===== src/rtl/hbus_pkg.sv =====
// Shared constants for the host bus slave.
// Assumes byte-wide registers; the interrupt-clear action bit's position is fixed here.
package hbus_pkg;
    parameter int unsigned BYTE_W    = 8;
    parameter int unsigned CLR_OFF   = 3;   // control register holding the clear bit
    parameter int unsigned CLR_BIT   = 5;   // action bit that releases the interrupt
    parameter int unsigned SYNC_DEPTH = 2;
    typedef logic [BYTE_W-1:0] byte_t;
endpackage


===== src/rtl/hbus_sync.sv =====
// Multi-bit flop-chain synchronizer with a per-bit reset value.
// Assumes each bit is an independent level; no bus coherency is implied.
module hbus_sync #(
    parameter int unsigned W      = 4,
    parameter int unsigned STAGES = 2,
    parameter logic [W-1:0] RST_VAL = '0
) (
    input  logic         clk,
    input  logic         rst_n,
    input  logic [W-1:0] d,
    output logic [W-1:0] q
);
    logic [W-1:0] chain [STAGES];

    genvar s;
    generate
        for (s = 0; s < STAGES; s++) begin : g_stage
            // shift one stage of the chain per clock
            always_ff @(posedge clk) begin
                if (!rst_n)
                    chain[s] <= RST_VAL;
                else if (s == 0)
                    chain[s] <= d;
                else
                    chain[s] <= chain[(s == 0) ? 0 : s - 1];
            end
        end
    endgenerate

    assign q = chain[STAGES-1];
endmodule


===== src/rtl/hbus_decode.sv =====
// Address window decoder for both bus styles.
// Mode 0: window hit needs high byte == HI_WIN and low byte below REG_COUNT.
// Mode 1: window hit needs the address byte below REG_COUNT. Purely combinational.
module hbus_decode #(
    parameter int unsigned REG_COUNT = 77,
    parameter logic [7:0]  HI_WIN    = 8'h80,
    localparam int unsigned OFF_W    = $clog2(REG_COUNT)
) (
    input  logic             mode_sep,
    input  logic [7:0]       addr_byte,
    input  logic [7:0]       lo_latched,
    output logic             hit,
    output logic [OFF_W-1:0] off
);
    logic [7:0] low;

    // choose the low address source, then test the window
    always_comb begin
        low = mode_sep ? addr_byte : lo_latched;
        off = low[OFF_W-1:0];
        if (mode_sep)
            hit = (int'(low) < REG_COUNT);
        else
            hit = (addr_byte == HI_WIN) && (int'(low) < REG_COUNT);
    end
endmodule


===== src/rtl/hbus_regfile.sv =====
// Register storage, registered read port and held interrupt flag.
// Assumes one committed write per cycle at most; a request pulse wins over a clear.
module hbus_regfile
    import hbus_pkg::*;
#(
    parameter int unsigned REG_COUNT = 77,
    localparam int unsigned OFF_W    = $clog2(REG_COUNT)
) (
    input  logic                         clk,
    input  logic                         rst_n,
    input  logic                         we,
    input  logic [OFF_W-1:0]             waddr,
    input  byte_t                        wdata,
    input  logic                         rd_hit,
    input  logic [OFF_W-1:0]             raddr,
    input  logic                         irq_req,
    output byte_t                        rdata,
    output logic                         int_n,
    output logic [REG_COUNT*BYTE_W-1:0]  image
);
    logic [REG_COUNT-1:0][BYTE_W-1:0] store;
    logic pend;
    logic clr_hit;

    assign clr_hit = we && (waddr == OFF_W'(CLR_OFF)) && wdata[CLR_BIT];

    // commit a write; the action bit of the control register is never stored
    always_ff @(posedge clk) begin
        if (!rst_n) begin
            store <= '0;
        end else if (we) begin
            for (int k = 0; k < REG_COUNT; k++) begin
                if (waddr == OFF_W'(k)) begin
                    if (k == CLR_OFF)
                        store[k] <= wdata & ~(BYTE_W'(1) << CLR_BIT);
                    else
                        store[k] <= wdata;
                end
            end
        end
    end

    // register the read value, zero outside the window
    always_ff @(posedge clk) begin
        if (!rst_n)
            rdata <= '0;
        else
            rdata <= rd_hit ? store[raddr] : '0;
    end

    // hold the interrupt until software clears it
    always_ff @(posedge clk) begin
        if (!rst_n)
            pend <= 1'b0;
        else if (irq_req)
            pend <= 1'b1;
        else if (clr_hit)
            pend <= 1'b0;
    end

    assign int_n = ~pend;
    assign image = store;

    assert_rst_release_R1: assert property (@(posedge clk) !rst_n |=> int_n);
    assert_irq_low_R9: assert property (@(posedge clk) disable iff (!rst_n)
        irq_req |=> !int_n);
    assert_irq_hold_R9: assert property (@(posedge clk) disable iff (!rst_n)
        (!int_n && !(we && waddr == OFF_W'(CLR_OFF) && wdata[CLR_BIT])) |=> !int_n);
    assert_store_quiet_R5: assert property (@(posedge clk) disable iff (!rst_n)
        !we |=> $stable(store));
    assert_clr_bit_zero_R10: assert property (@(posedge clk) disable iff (!rst_n)
        store[CLR_OFF][CLR_BIT] == 1'b0);
endmodule


===== src/rtl/hbus_slave.sv =====
// Top of the host bus slave: synchronizes strobes, latches the mode-0 low
// address, captures write data while the strobe is low, commits on its rise.
// Assumes address and data are stable while their strobe is asserted and for
// a few clocks after it is released; bus_mode is static.
module hbus_slave
    import hbus_pkg::*;
#(
    parameter int unsigned REG_COUNT = 77,
    parameter logic [7:0]  HI_WIN    = 8'h80,
    localparam int unsigned OFF_W    = $clog2(REG_COUNT),
    localparam int unsigned IMG_W    = REG_COUNT * BYTE_W
) (
    input  logic             clk,
    input  logic             rst_n,
    input  logic             bus_mode,
    input  logic             cs,
    input  logic             wr_n,
    input  logic             rd_n,
    input  logic             ale,
    input  logic [7:0]       addr_in,
    input  logic [7:0]       data_in,
    output logic [7:0]       data_out,
    output logic             data_oe,
    input  logic             irq_req,
    output logic             int_n,
    output logic [IMG_W-1:0] reg_image
);
    logic [3:0] strobe_s;
    logic cs_s, wr_s, rd_s, ale_s;
    logic wr_prev;
    logic [7:0] lo_q;
    logic hit;
    logic [OFF_W-1:0] off;
    logic cap_valid;
    logic [OFF_W-1:0] cap_off;
    byte_t cap_data;
    logic commit;
    byte_t rdata;

    hbus_sync #(.W(4), .STAGES(SYNC_DEPTH), .RST_VAL(4'b0110)) u_sync (
        .clk(clk), .rst_n(rst_n),
        .d({ale, rd_n, wr_n, cs}),
        .q(strobe_s)
    );
    assign cs_s  = strobe_s[0];
    assign wr_s  = strobe_s[1];
    assign rd_s  = strobe_s[2];
    assign ale_s = strobe_s[3];

    // follow the shared bus while the latch strobe is high, hold otherwise
    always_ff @(posedge clk) begin
        if (!rst_n)
            lo_q <= '0;
        else if (ale_s)
            lo_q <= data_in;
    end

    hbus_decode #(.REG_COUNT(REG_COUNT), .HI_WIN(HI_WIN)) u_dec (
        .mode_sep(bus_mode), .addr_byte(addr_in), .lo_latched(lo_q),
        .hit(hit), .off(off)
    );

    // remember the last write-strobe level for edge detection
    always_ff @(posedge clk) begin
        if (!rst_n)
            wr_prev <= 1'b1;
        else
            wr_prev <= wr_s;
    end

    // capture address and data during the selected low phase of the write strobe
    always_ff @(posedge clk) begin
        if (!rst_n) begin
            cap_valid <= 1'b0;
            cap_off   <= '0;
            cap_data  <= '0;
        end else if (cs_s && !wr_s) begin
            cap_valid <= hit;
            cap_off   <= off;
            cap_data  <= data_in;
        end else if (commit || (wr_s && !wr_prev)) begin
            cap_valid <= 1'b0;
        end
    end

    assign commit = wr_s && !wr_prev && cs_s && cap_valid;

    hbus_regfile #(.REG_COUNT(REG_COUNT)) u_rf (
        .clk(clk), .rst_n(rst_n),
        .we(commit), .waddr(cap_off), .wdata(cap_data),
        .rd_hit(hit && cs_s && !rd_s), .raddr(off),
        .irq_req(irq_req),
        .rdata(rdata), .int_n(int_n), .image(reg_image)
    );

    assign data_oe  = cs && !rd_n;
    assign data_out = rdata;

    assert_latch_hold_R4: assert property (@(posedge clk) disable iff (!rst_n)
        (!ale_s && !bus_mode) |=> $stable(lo_q));
    assert_commit_cs_R5: assert property (@(posedge clk) disable iff (!rst_n)
        commit |-> $past(cs_s));
    assert_window_zero_R6: assert property (@(posedge clk) disable iff (!rst_n)
        !hit |=> rdata == '0);
    assert_off_range_R6: assert property (@(posedge clk) disable iff (!rst_n)
        hit |-> int'(off) < REG_COUNT);
endmodule


===== config.mk =====
export PLATFORM = sky130hd
export DESIGN_NAME = hbus_slave
export DESIGN_NICKNAME = d
export VERILOG_FILES = /design/src/rtl/hbus_pkg.sv /design/src/rtl/hbus_sync.sv /design/src/rtl/hbus_decode.sv /design/src/rtl/hbus_regfile.sv /design/src/rtl/hbus_slave.sv
export SDC_FILE = /design/constraint.sdc
export NUM_CORES = 2
export LEC_CHECK = 0
export ABC_CLOCK_PERIOD_IN_PS = 5600
export BUFFER_PORTS_ARGS = -buffer_cell sky130_fd_sc_hd__clkbuf_2
export CAP_MARGIN = 20
export CORE_AREA = 2 2 253 255
export CTS_BUF_LIST = sky130_fd_sc_hd__clkbuf_8 sky130_fd_sc_hd__clkbuf_16
export DETAILED_ROUTE_END_ITERATION = 6
export DIE_AREA = 0 0 255 257
export PLACE_DENSITY = 0.72
export REMOVE_ABC_BUFFERS = 1
export SLEW_MARGIN = 25
export SYNTH_ARGS = -nofsm -noshare
export SYNTH_HDL_FRONTEND = slang
export SYNTH_SLANG_ARGS = --single-unit

===== constraint.sdc =====
create_clock -name clk -period 5.6 [get_ports clk]
set_input_delay 0.56 -clock clk [delete_from_list [all_inputs] [get_ports clk]]
set_output_delay 0.56 -clock clk [all_outputs]
set_load 0.005 [all_outputs]

==> flow_metrics.py <==
metrics = {
    "run_status": {
        "status": "finished clean",
    },
    "placed_design": {
        "placed_cell_area_mm2": 0.0347,
        "port_buffers": 648,
        "dp_hpwl_um": 91600,
        "globalplace.congestion": 0.973,
    },
    "cts": {
        "hold_buffers": 0,
        "cts_setup_buffers": 0,
        "clock-root-buffer": "clkbuf_16",
        "clkLatencyLatePin_ps": 620,
        "clkSinkCount": 657,
        "cts.htree.levels": 3,
        "cts_tree": "done",
        "clk_pin_slew_ps": 60,
        "cts_made_buffers": 71,
        "cts_resized": 0,
        "clockBufferDepth": 3,
    },
    "floorplanning": {
        "coreArea_mm2": 0.0627,
        "rows": 92,
        "ioPinCount": 650,
        "die_area_mm2": 0.0655,
        "die_w_um": 255,
        "floorplan.initialDensity_pct": 49.8,
        "die_h_um": 257,
    },
    "critical_path": {
        "r2r_slack_ps": 2310,
        "worst_setup_path_end_kind": "flip-flop",
        "r2r_start": "cap_off[1]",
        "path_max_fanout": 120,
        "reg2reg_to": "u_rf.image[534]",
        "start_kind": "input port",
        "critPathKind": "in2reg",
        "reg2reg_depth": 7,
        "critPathArrivalTime_ps": 3990,
        "required_ps": 6130,
    },
    "synthesis": {
        "synth_mux_area_share_pct": 5.86,
        "synth_seq_cells": 657,
        "syn-cell-area_mm2": 0.0312,
        "postSynthCellCount": 4017,
        "ys_warn_count": 0,
        "synthAdderAreaFrac_pct": 0,
        "synth_top_family_by_area": "simple AND/OR/NAND/NOR gates",
        "synth_xor_area_share_pct": 0,
        "ys_top_cells_by_area": "dfxtp_1 (42%), nand2_1 (14%), nand3_1 (11%)",
        "synth_cell_type_count": 59,
        "synth-seq-area-share_pct": 42.1,
        "synth_compound_area_share_pct": 15.7,
        "netlist.area_leader.share_pct": 42.1,
        "avgSynthCellArea_um2": 7.77,
        "yosysTopAreaCell": "dfxtp_1",
        "synth-simple-area-share_pct": 31.2,
    },
    "timing": {
        "fmax_ghz": 0.289,
        "clock_skew_ps": 23.3,
        "fin_crit_sh_pct": 61.7,
        "drv_slew": 0,
        "setup_viol": 0,
        "worst_pin_slew_ps": 1190,
        "rsz0062_at_grt": "false",
        "fin_crit_ps": 3460,
        "final_hold_viol_count": 0,
        "relSlewSlack_pct": 20.4,
    },
    "global_route": {
        "grt_max_degree": 259,
        "grt_pass1_wl_um": 195000,
        "antenna_found_initial": 3,
        "grt_overflow_total": 0,
        "track_usage_pct": 39.3,
        "grt_pass1_vias": 29300,
    },
    "layout": {
        "nNetsFinal": 4446,
        "drive_above_1_share_pct": 19.5,
        "multiInputGateArea_mm2": 0.0166,
        "nFillCells": 5719,
        "final_common_cell": "nand2_1",
        "layout_common_cells": "nand2_1 (1147), nand3_1 (710), dfxtp_1 (649)",
        "area_growth_pct": 18.4,
        "final_area_mm2": 0.0370,
        "regArea_mm2": 0.0132,
    },
    "detailed_routing": {
        "dr.first_iter.drc_count": 4354,
        "viasPerCell": 6.09,
        "num_vias": 32400,
        "firstDrtPassIters": 6,
        "post-route-drc-count": 0,
        "post_drt_wl_per_cell_um": 25.2,
        "ant_nets": 0,
        "totalWireLength_um": 134000,
    },
    "hold_path": {
        "holdPathStages": 2,
        "hp-class": "in2reg",
        "hp-start": "wr_n",
        "whs_endpoint": "u_sync.chain[0][1]",
    },
    "power_and_ir_drop": {
        "vdd.ir_drop.worst_v": 0.000175,
        "p_leak_nw": 13.4,
        "power_density_mw_per_mm2": 272,
        "design_power_total_mw": 10.1,
    },
    "flow_run": {
        "cap_violations": 0,
    },
}
[metal layers]
layer	vias to the layer above	track usage, %	share of wire, %
met5	-	0	0.0097
met4	2	20.7	6.2
met3	423	9.10	11
met2	2132	61.4	45
met1	15300	50.3	37
li1	14500	-	-
[flip-flops by register name, summed over array words and instances, names as in the netlist]
register	cells
cap_valid	1
cap_off	7
u_sync.chain	8
lo_q	8
u_rf.rdata	8
u_rf.pend	1
cap_data	8
wr_prev	1
u_rf.image	615
[logic make-up after synthesis]
kind of cell | after synthesis
AOI/OAI and AO/OA | 658
buffers and inverters | 380
DFF | 657
muxes | 177
other | 1
and+or+nand+nor | 2144
[power by group]
group	switching, mW	total (mW)	internal [mW]
Combinational	0.423	0.595	0.172
Sequential	0.0134	4.69	4.68
Clock	2.02	4.77	2.76
[cells in the mapped netlist (all sizes together)]
cell and n:
o211a 7, mux2 10, and2b 1, mux2i 165, a41o 1, o22ai 1
nor2b 132, buf 137, nand3 710, a32o 1, mux4 2, a222oi 1
o211ai 2, o21a 1, nand3b 1, dfxtp 657, and3 28, a31oi 52
a21boi 504, a311oi 22, o221ai 3, nor4b 1, conb 1, a211oi 5
o21ai 19, nand4 51, nand2b 12, nor4 2, nor3b 1, a21o 5
nand2 1148, nor2 17, o32ai 1, nor3 25, inv 2, a31o 2
clkbuf 241, and2 15, o31a 4, a41oi 1, a21oi 14, a32oi 12
[per-stage QoR]
step | utilization (%) | hold WS [ps] | setup slack [ps] | std cells | TNS (ps)
after floorplan | - | 386 | -1740 | 3639 | -236370
after global placement | 55.2 | 396 | 1610 | 5195 | 0
after detailed placement | 55.2 | 394 | 1570 | 5195 | 0
after CTS | 58.9 | 111 | 2210 | 5320 | 0
after global routing | 58.9 | 129 | 1990 | 5321 | 0
final | 58.9 | 133 | 2140 | 5321 | 0
[worst max path at each step]
stage | from | endpoint | slack, ps
after detailed placement | bus_mode | u_rf.rdata[5] | 1570
final | bus_mode | u_rf.rdata[5] | 2140
after global routing | bus_mode | u_rf.rdata[5] | 1990
after CTS | bus_mode | u_rf.rdata[5] | 2210
after global placement | bus_mode | u_rf.rdata[5] | 1610
after floorplan | cap_off[6] | u_rf.image[512] | -1740
[worst max-delay path, cell delays in order]
cell      delay [ps]
clkbuf_2         600
mux2_8           890
buf_12           450
mux2i_1          170
a32o_1           220
o21ai_0          630
o211ai_1         260
o211ai_1         130
[final cells by class]
| cell class | instances | share of cell area (%) |
|---|---|---|
| antenna | 1 | 0.00677 |
| clock buffer | 84 | 5.38 |
| clock inverter | 41 | 0.883 |
| inverter | 2 | 0.0203 |
| multi-input combinational | 2980 | 44.9 |
| sequential | 657 | 35.7 |
| tap | 846 | 2.86 |
| timing repair buffer | 710 | 10.3 |
Note: power is estimated with default switching activity, not from simulation.
